File: src/rtl/oob_resp_pkg.sv
package oob_resp_pkg;
  localparam int RTC_BYTES = 7;
  localparam int TEMP_LEN  = 2;
  localparam int RTC_LEN   = 2 + RTC_BYTES;
  localparam int IDX_W     = $clog2(RTC_LEN);

  typedef enum logic {KIND_TEMP = 1'b0, KIND_RTC = 1'b1} rsp_kind_e;

  typedef struct packed {
    logic [7:0]             temp;
    logic [8*RTC_BYTES-1:0] rtc;
    logic                   dst;
    logic                   h24;
    logic                   bin;
  } snap_t;
endpackage

File: src/rtl/oob_rst_sync.sv
module oob_rst_sync (
  input  logic clk,
  input  logic rst_n,
  output logic rst_sync_n
);
  logic [1:0] sync_q;

  always_ff @(posedge clk or negedge rst_n) begin
    if (!rst_n) sync_q <= 2'b00;
    else        sync_q <= {sync_q[0], 1'b1};
  end

  assign rst_sync_n = sync_q[1];
endmodule

File: src/rtl/oob_capture_ctrl.sv
module oob_capture_ctrl
  import oob_resp_pkg::*;
#(
  parameter int CAP_PERIOD = 200000
) (
  input  logic  clk,
  input  logic  rst_n,
  input  logic  busy,
  input  snap_t live,
  output snap_t snap
);
  localparam int CNT_W = (CAP_PERIOD > 1) ? $clog2(CAP_PERIOD) : 1;
  localparam logic [CNT_W-1:0] CNT_LAST = CNT_W'(CAP_PERIOD - 1);

  logic [CNT_W-1:0] cnt_q, cnt_d;
  logic             pend_q, pend_d;
  logic             tick, cap_en;
  snap_t            snap_q;

  always_comb begin
    tick   = (cnt_q == CNT_LAST);
    cnt_d  = tick ? '0 : cnt_q + 1'b1;
    cap_en = (tick | pend_q) & ~busy;
    pend_d = (tick | pend_q) & busy;
  end

  always_ff @(posedge clk or negedge rst_n) begin
    if (!rst_n) begin
      cnt_q  <= '0;
      pend_q <= 1'b0;
    end else begin
      cnt_q  <= cnt_d;
      pend_q <= pend_d;
    end
  end

  always_ff @(posedge clk or negedge rst_n) begin
    if (!rst_n)      snap_q <= '0;
    else if (cap_en) snap_q <= live;
  end

  assign snap = snap_q;
endmodule

File: src/rtl/oob_tx_serializer.sv
module oob_tx_serializer
  import oob_resp_pkg::*;
#(
  parameter logic [7:0] TEMP_DEST = 8'h21,
  parameter logic [7:0] RTC_DEST  = 8'h22
) (
  input  logic       clk,
  input  logic       rst_n,
  input  logic       req_valid,
  input  logic [7:0] req_dest,
  input  snap_t      snap,
  output logic       busy,
  output logic       rsp_valid,
  output logic [7:0] rsp_data,
  output logic       rsp_last,
  output logic       unsup_req
);
  rsp_kind_e        kind_q, kind_d;
  logic             busy_q, busy_d;
  logic [IDX_W-1:0] idx_q, idx_d, last_idx;
  logic             unsup_q, unsup_d;
  logic             hit_temp, hit_rtc;
  logic [7:0]       rtc_pkt [RTC_LEN];

  assign hit_temp = (req_dest == TEMP_DEST);
  assign hit_rtc  = (req_dest == RTC_DEST);
  assign last_idx = (kind_q == KIND_RTC) ? IDX_W'(RTC_LEN - 1) : IDX_W'(TEMP_LEN - 1);

  always_comb begin
    busy_d  = busy_q;
    kind_d  = kind_q;
    idx_d   = idx_q;
    unsup_d = 1'b0;
    if (!busy_q) begin
      if (req_valid) begin
        if (hit_temp || hit_rtc) begin
          busy_d = 1'b1;
          kind_d = hit_rtc ? KIND_RTC : KIND_TEMP;
          idx_d  = '0;
        end else begin
          unsup_d = 1'b1;
        end
      end
    end else if (idx_q == last_idx) begin
      busy_d = 1'b0;
    end else begin
      idx_d = idx_q + 1'b1;
    end
  end

  always_ff @(posedge clk or negedge rst_n) begin
    if (!rst_n) begin
      busy_q  <= 1'b0;
      kind_q  <= KIND_TEMP;
      idx_q   <= '0;
      unsup_q <= 1'b0;
    end else begin
      busy_q  <= busy_d;
      kind_q  <= kind_d;
      idx_q   <= idx_d;
      unsup_q <= unsup_d;
    end
  end

  assign rtc_pkt[0] = RTC_DEST;
  assign rtc_pkt[1] = {5'b0, snap.bin, snap.h24, snap.dst};
  for (genvar g = 0; g < RTC_BYTES; g++) begin : g_rtc_byte
    assign rtc_pkt[g+2] = snap.rtc[8*g +: 8];
  end

  always_comb begin
    if (kind_q == KIND_RTC) rsp_data = rtc_pkt[idx_q];
    else                    rsp_data = (idx_q == '0) ? TEMP_DEST : snap.temp;
  end

  assign busy      = busy_q;
  assign rsp_valid = busy_q;
  assign rsp_last  = busy_q && (idx_q == last_idx);
  assign unsup_req = unsup_q;
endmodule

File: src/rtl/oob_status_responder.sv
module oob_status_responder
  import oob_resp_pkg::*;
#(
  parameter int         CAP_PERIOD = 200000,
  parameter logic [7:0] TEMP_DEST  = 8'h21,
  parameter logic [7:0] RTC_DEST   = 8'h22
) (
  input  logic        clk,
  input  logic        rst_n,
  input  logic [7:0]  temp_live,
  input  logic [55:0] rtc_live,
  input  logic        dst_flag,
  input  logic        h24_flag,
  input  logic        bin_flag,
  input  logic        req_valid,
  input  logic [7:0]  req_dest,
  output logic        rsp_valid,
  output logic [7:0]  rsp_data,
  output logic        rsp_last,
  output logic        unsup_req
);
  logic  rst_sync_n;
  logic  busy;
  snap_t live, snap_q;

  assign live = '{temp: temp_live, rtc: rtc_live, dst: dst_flag, h24: h24_flag, bin: bin_flag};

  oob_rst_sync u_rst (
    .clk        (clk),
    .rst_n      (rst_n),
    .rst_sync_n (rst_sync_n)
  );

  oob_capture_ctrl #(.CAP_PERIOD(CAP_PERIOD)) u_cap (
    .clk   (clk),
    .rst_n (rst_sync_n),
    .busy  (busy),
    .live  (live),
    .snap  (snap_q)
  );

  oob_tx_serializer #(.TEMP_DEST(TEMP_DEST), .RTC_DEST(RTC_DEST)) u_tx (
    .clk       (clk),
    .rst_n     (rst_sync_n),
    .req_valid (req_valid),
    .req_dest  (req_dest),
    .snap      (snap_q),
    .busy      (busy),
    .rsp_valid (rsp_valid),
    .rsp_data  (rsp_data),
    .rsp_last  (rsp_last),
    .unsup_req (unsup_req)
  );
endmodule

File: config.mk
export PLATFORM = sky130hd
export DESIGN_NAME = oob_status_responder
export DESIGN_NICKNAME = d
export VERILOG_FILES = /design/src/rtl/oob_resp_pkg.sv /design/src/rtl/oob_rst_sync.sv /design/src/rtl/oob_capture_ctrl.sv /design/src/rtl/oob_tx_serializer.sv /design/src/rtl/oob_status_responder.sv
export SDC_FILE = /design/constraint.sdc
export NUM_CORES = 1
export LEC_CHECK = 0
export ABC_AREA = 1
export BUFFER_PORTS_ARGS = -buffer_cell sky130_fd_sc_hd__buf_2
export CAP_MARGIN = 20
export CORE_ASPECT_RATIO = 1.75
export CORE_MARGIN = 2
export CORE_UTILIZATION = 51
export DETAILED_ROUTE_END_ITERATION = 12
export HOLD_SLACK_MARGIN = 0.08
export PLACE_DENSITY = 0.75
export SYNTH_ARGS = -nofsm -noshare
export SYNTH_HDL_FRONTEND = slang
export SYNTH_SLANG_ARGS = --single-unit
File: constraint.sdc
create_clock -name clk -period 3.04 [get_ports clk]
set_input_delay 0 -clock clk [delete_from_list [all_inputs] [get_ports clk]]
set_output_delay 0 -clock clk [all_outputs]
set_load 0.01 [all_outputs]
==> out/metrics.cfg <==
[logic_synthesis]
post_synth_instance_area_um2 = 4890
seq_area_frac_synth_pct = 48.6
syn_area_per_cell_um2 = 7.45
ys_types = 30
syn-num-nets = 737
ys.warnings.count = 0
yosysTopAreaCell = dfrtp_1
synth_top_area_share_pct = 48.6
syn_inst = 656
ys_seq_elements = 95
synth_area_leaders = dfrtp_1, nand2_1, nand3_1, inv_1, nor2_1

[sta]
grt_setup_unrepaired = false
relSlewSlack_pct = 43.6
finalCritPeriodShare_pct = 71.2
fin_skew_ps = 7.63
timing.hold.ws_ps = 146
post-route-min-period_ps = 2170
tightest_slew_ps = 846
final_hold_viol_count = 0
tns_ps = 0
max_freq_mhz = 462
finalSetupViolCount = 0
slew_violations = 0

[critical_path]
reg2reg_from = u_cap.cnt_q[0]
ff2ff_setup_slack_ps = 870
startpoint_type = flip-flop
cp-startpoint = u_cap.cnt_q[0]
cp.arrival_ps = 2390
worstSetupEndpointType = flip-flop
crit_path_end = u_cap.snap[45]
path_class = reg2reg
crit_path_max_fanout = 39
worstReg2RegEnd = u_cap.snap[45]
rr_worst_depth = 9
worstPathRequired_ps = 3270

[global_route]
grt_util_all_layers_pct = 26.8
globalRouteOverflowTotal = 0
grt_max_degree = 71
grt_pass1_vias = 4779
grt_antenna_before_repair = 0
grt_pass1_wl_um = 21900

[clock_tree]
cts_sinks = 95
cts_made_buffers = 9
cts_tree = done
clk_latency_ps = 350
cts_htree_levels = 3
clockBufferDepth = 2
clkTransAtPathRegs_ps = 70
cts_resized = 0
clock-root-buffer = clkbuf_16

[floorplan]
rows = 47
die_h_um = 134
ioPinCount = 89
die_area_um2 = 10400
start_util_pct = 52.0
die_x_um = 78.0
coreArea_um2 = 9410

[final_layout]
antenna_cells = 0
layout.nets = 887
final_util_pct = 67.9
fillerInstances = 792
layout_common_cells = nand2_1, nand3_1, dfrtp_1, buf_2, dlygate4sd3_1
drive_above_1_share_pct = 14.9
areaGrowthSynthToFinish_pct = 30.7
mostFrequentLayoutCell = nand2_1

[pwr]
ir_drop_uv = 410
p_leak_nw = 3.40
cellPowerDensity_nw_per_um2 = 743

[routing]
routedWlPerCell_um = 14.4
drc = 0
vias = 4839
drtAntennaViolNets = 0
drt-initial-drc-count = 380
dr.pass1.iters = 5
viasPerCell = 5.19
wirelength_um = 13500

[placement]
gp_congestion = 0.981
dp.final_hpwl_um = 9060
portBuffers = 88

[job]
drv_cap = 0

[worst_hold_path]
min_path_type = in2reg

[outcome]
status = completed

==> stage by stage <==
stage	power (mW)	setup WS (ps)	std cells	instance area (um^2)
floorplan	3.10	198	656	4890
global placement	3.57	989	843	5380
detailed placement	3.63	912	843	5380
CTS	4.74	893	933	6390
global route	5.10	727	933	6390
finish	4.74	875	933	6390
==> final cells by class <==
| cell class | instances | area [um^2] | area share (%) |
|---|---|---|---|
| clock buffer | 11 | 233 | 3.64 |
| timing repair buffer | 170 | 1250 | 19.6 |
| inverter | 61 | 229 | 3.58 |
| tap | 122 | 153 | 2.39 |
| sequential | 95 | 2380 | 37.3 |
| clock inverter | 5 | 35.0 | 0.548 |
| multi-input combinational | 469 | 2100 | 32.9 |
==> cells by family (layout without fill, tap and decap cells) <==
logic type | Yosys count | in the layout | synth area share [%]
adders and majority gates | 3 | 3 | 0.768
other | 1 | 1 | 0.0767
and+or+nand+nor | 418 | 418 | 36.2
buffers and inverters | 92 | 247 | 8.34
DFF | 95 | 95 | 48.6
xor gates and xnor gates | 9 | 9 | 1.61
AOI/OAI and AO/OA | 38 | 38 | 4.38
==> routing by layer <==
metal	routed length [um]	track usage, %	up-vias
met5	0	0	-
met4	667	14.7	0
met3	470	3.18	42
met2	7200	48.1	147
met1	5140	30.5	2288
li1	-	-	2362
==> critical path, cell delays in order (launching register included) <==
cell     delay (ps)
dfrtp_1         390
ha_1            220
nand3_2         140
nor2_4          180
nand3_4         170
nand2_4         100
nand2_2         350
buf_12          350
nand2_1          90
nand2_1          60
==> worst min-delay path by stage <==
stage / to / from / cells past startpoint
finish: u_tx.busy / req_dest[6] / 4
global route: u_tx.busy / req_dest[6] / 4
CTS: u_tx.busy / req_dest[6] / 4
detailed placement: u_rst.sync_q[0] / rst_n / 1
global placement: u_rst.sync_q[0] / rst_n / 1
floorplan: u_rst.sync_q[0] / rst_n / 0
==> power breakdown <==
| group | switching, mW | internal, mW | total [mW] | leakage (nW) |
|---|---|---|---|---|
| sequential | 0.352 | 1.75 | 2.10 | 1.15 |
| clock | 0.482 | 0.553 | 1.04 | 0.118 |
| combinational | 0.968 | 0.641 | 1.61 | 2.13 |
| total | 1.80 | 2.94 | 4.74 | 3.40 |
==> cell usage after synthesis, drive strengths merged <==
master,instances
a21oi,17
dfrtp,95
o21ai,11
nand3,103
nor2,49
buf,14
nor3,9
nand4,5
ha,3
a31oi,1
nor4,1
o211ai,7
clkbuf,17
conb,1
xnor2,2
clkinv,2
or2,4
xor2,7
inv,59
o21bai,2
nand2,247
==> state kept, by name, indices dropped and copies added (netlist names) <==
signal,count
u_tx.idx_q,4
u_rst.sync_q,2
u_tx.unsup_req,1
u_cap.snap,67
u_tx.busy,1
u_tx.kind_q,1
u_cap.cnt_q,18
u_cap.pend_q,1
==> timing repair <==
item                                   4_1_cts  5_1_grt
setup buffers                                0        0
endpoints found under the hold margin       71        0
hold buffers                                74        0
No activity file was read; power rests on OpenSTA's default activity.
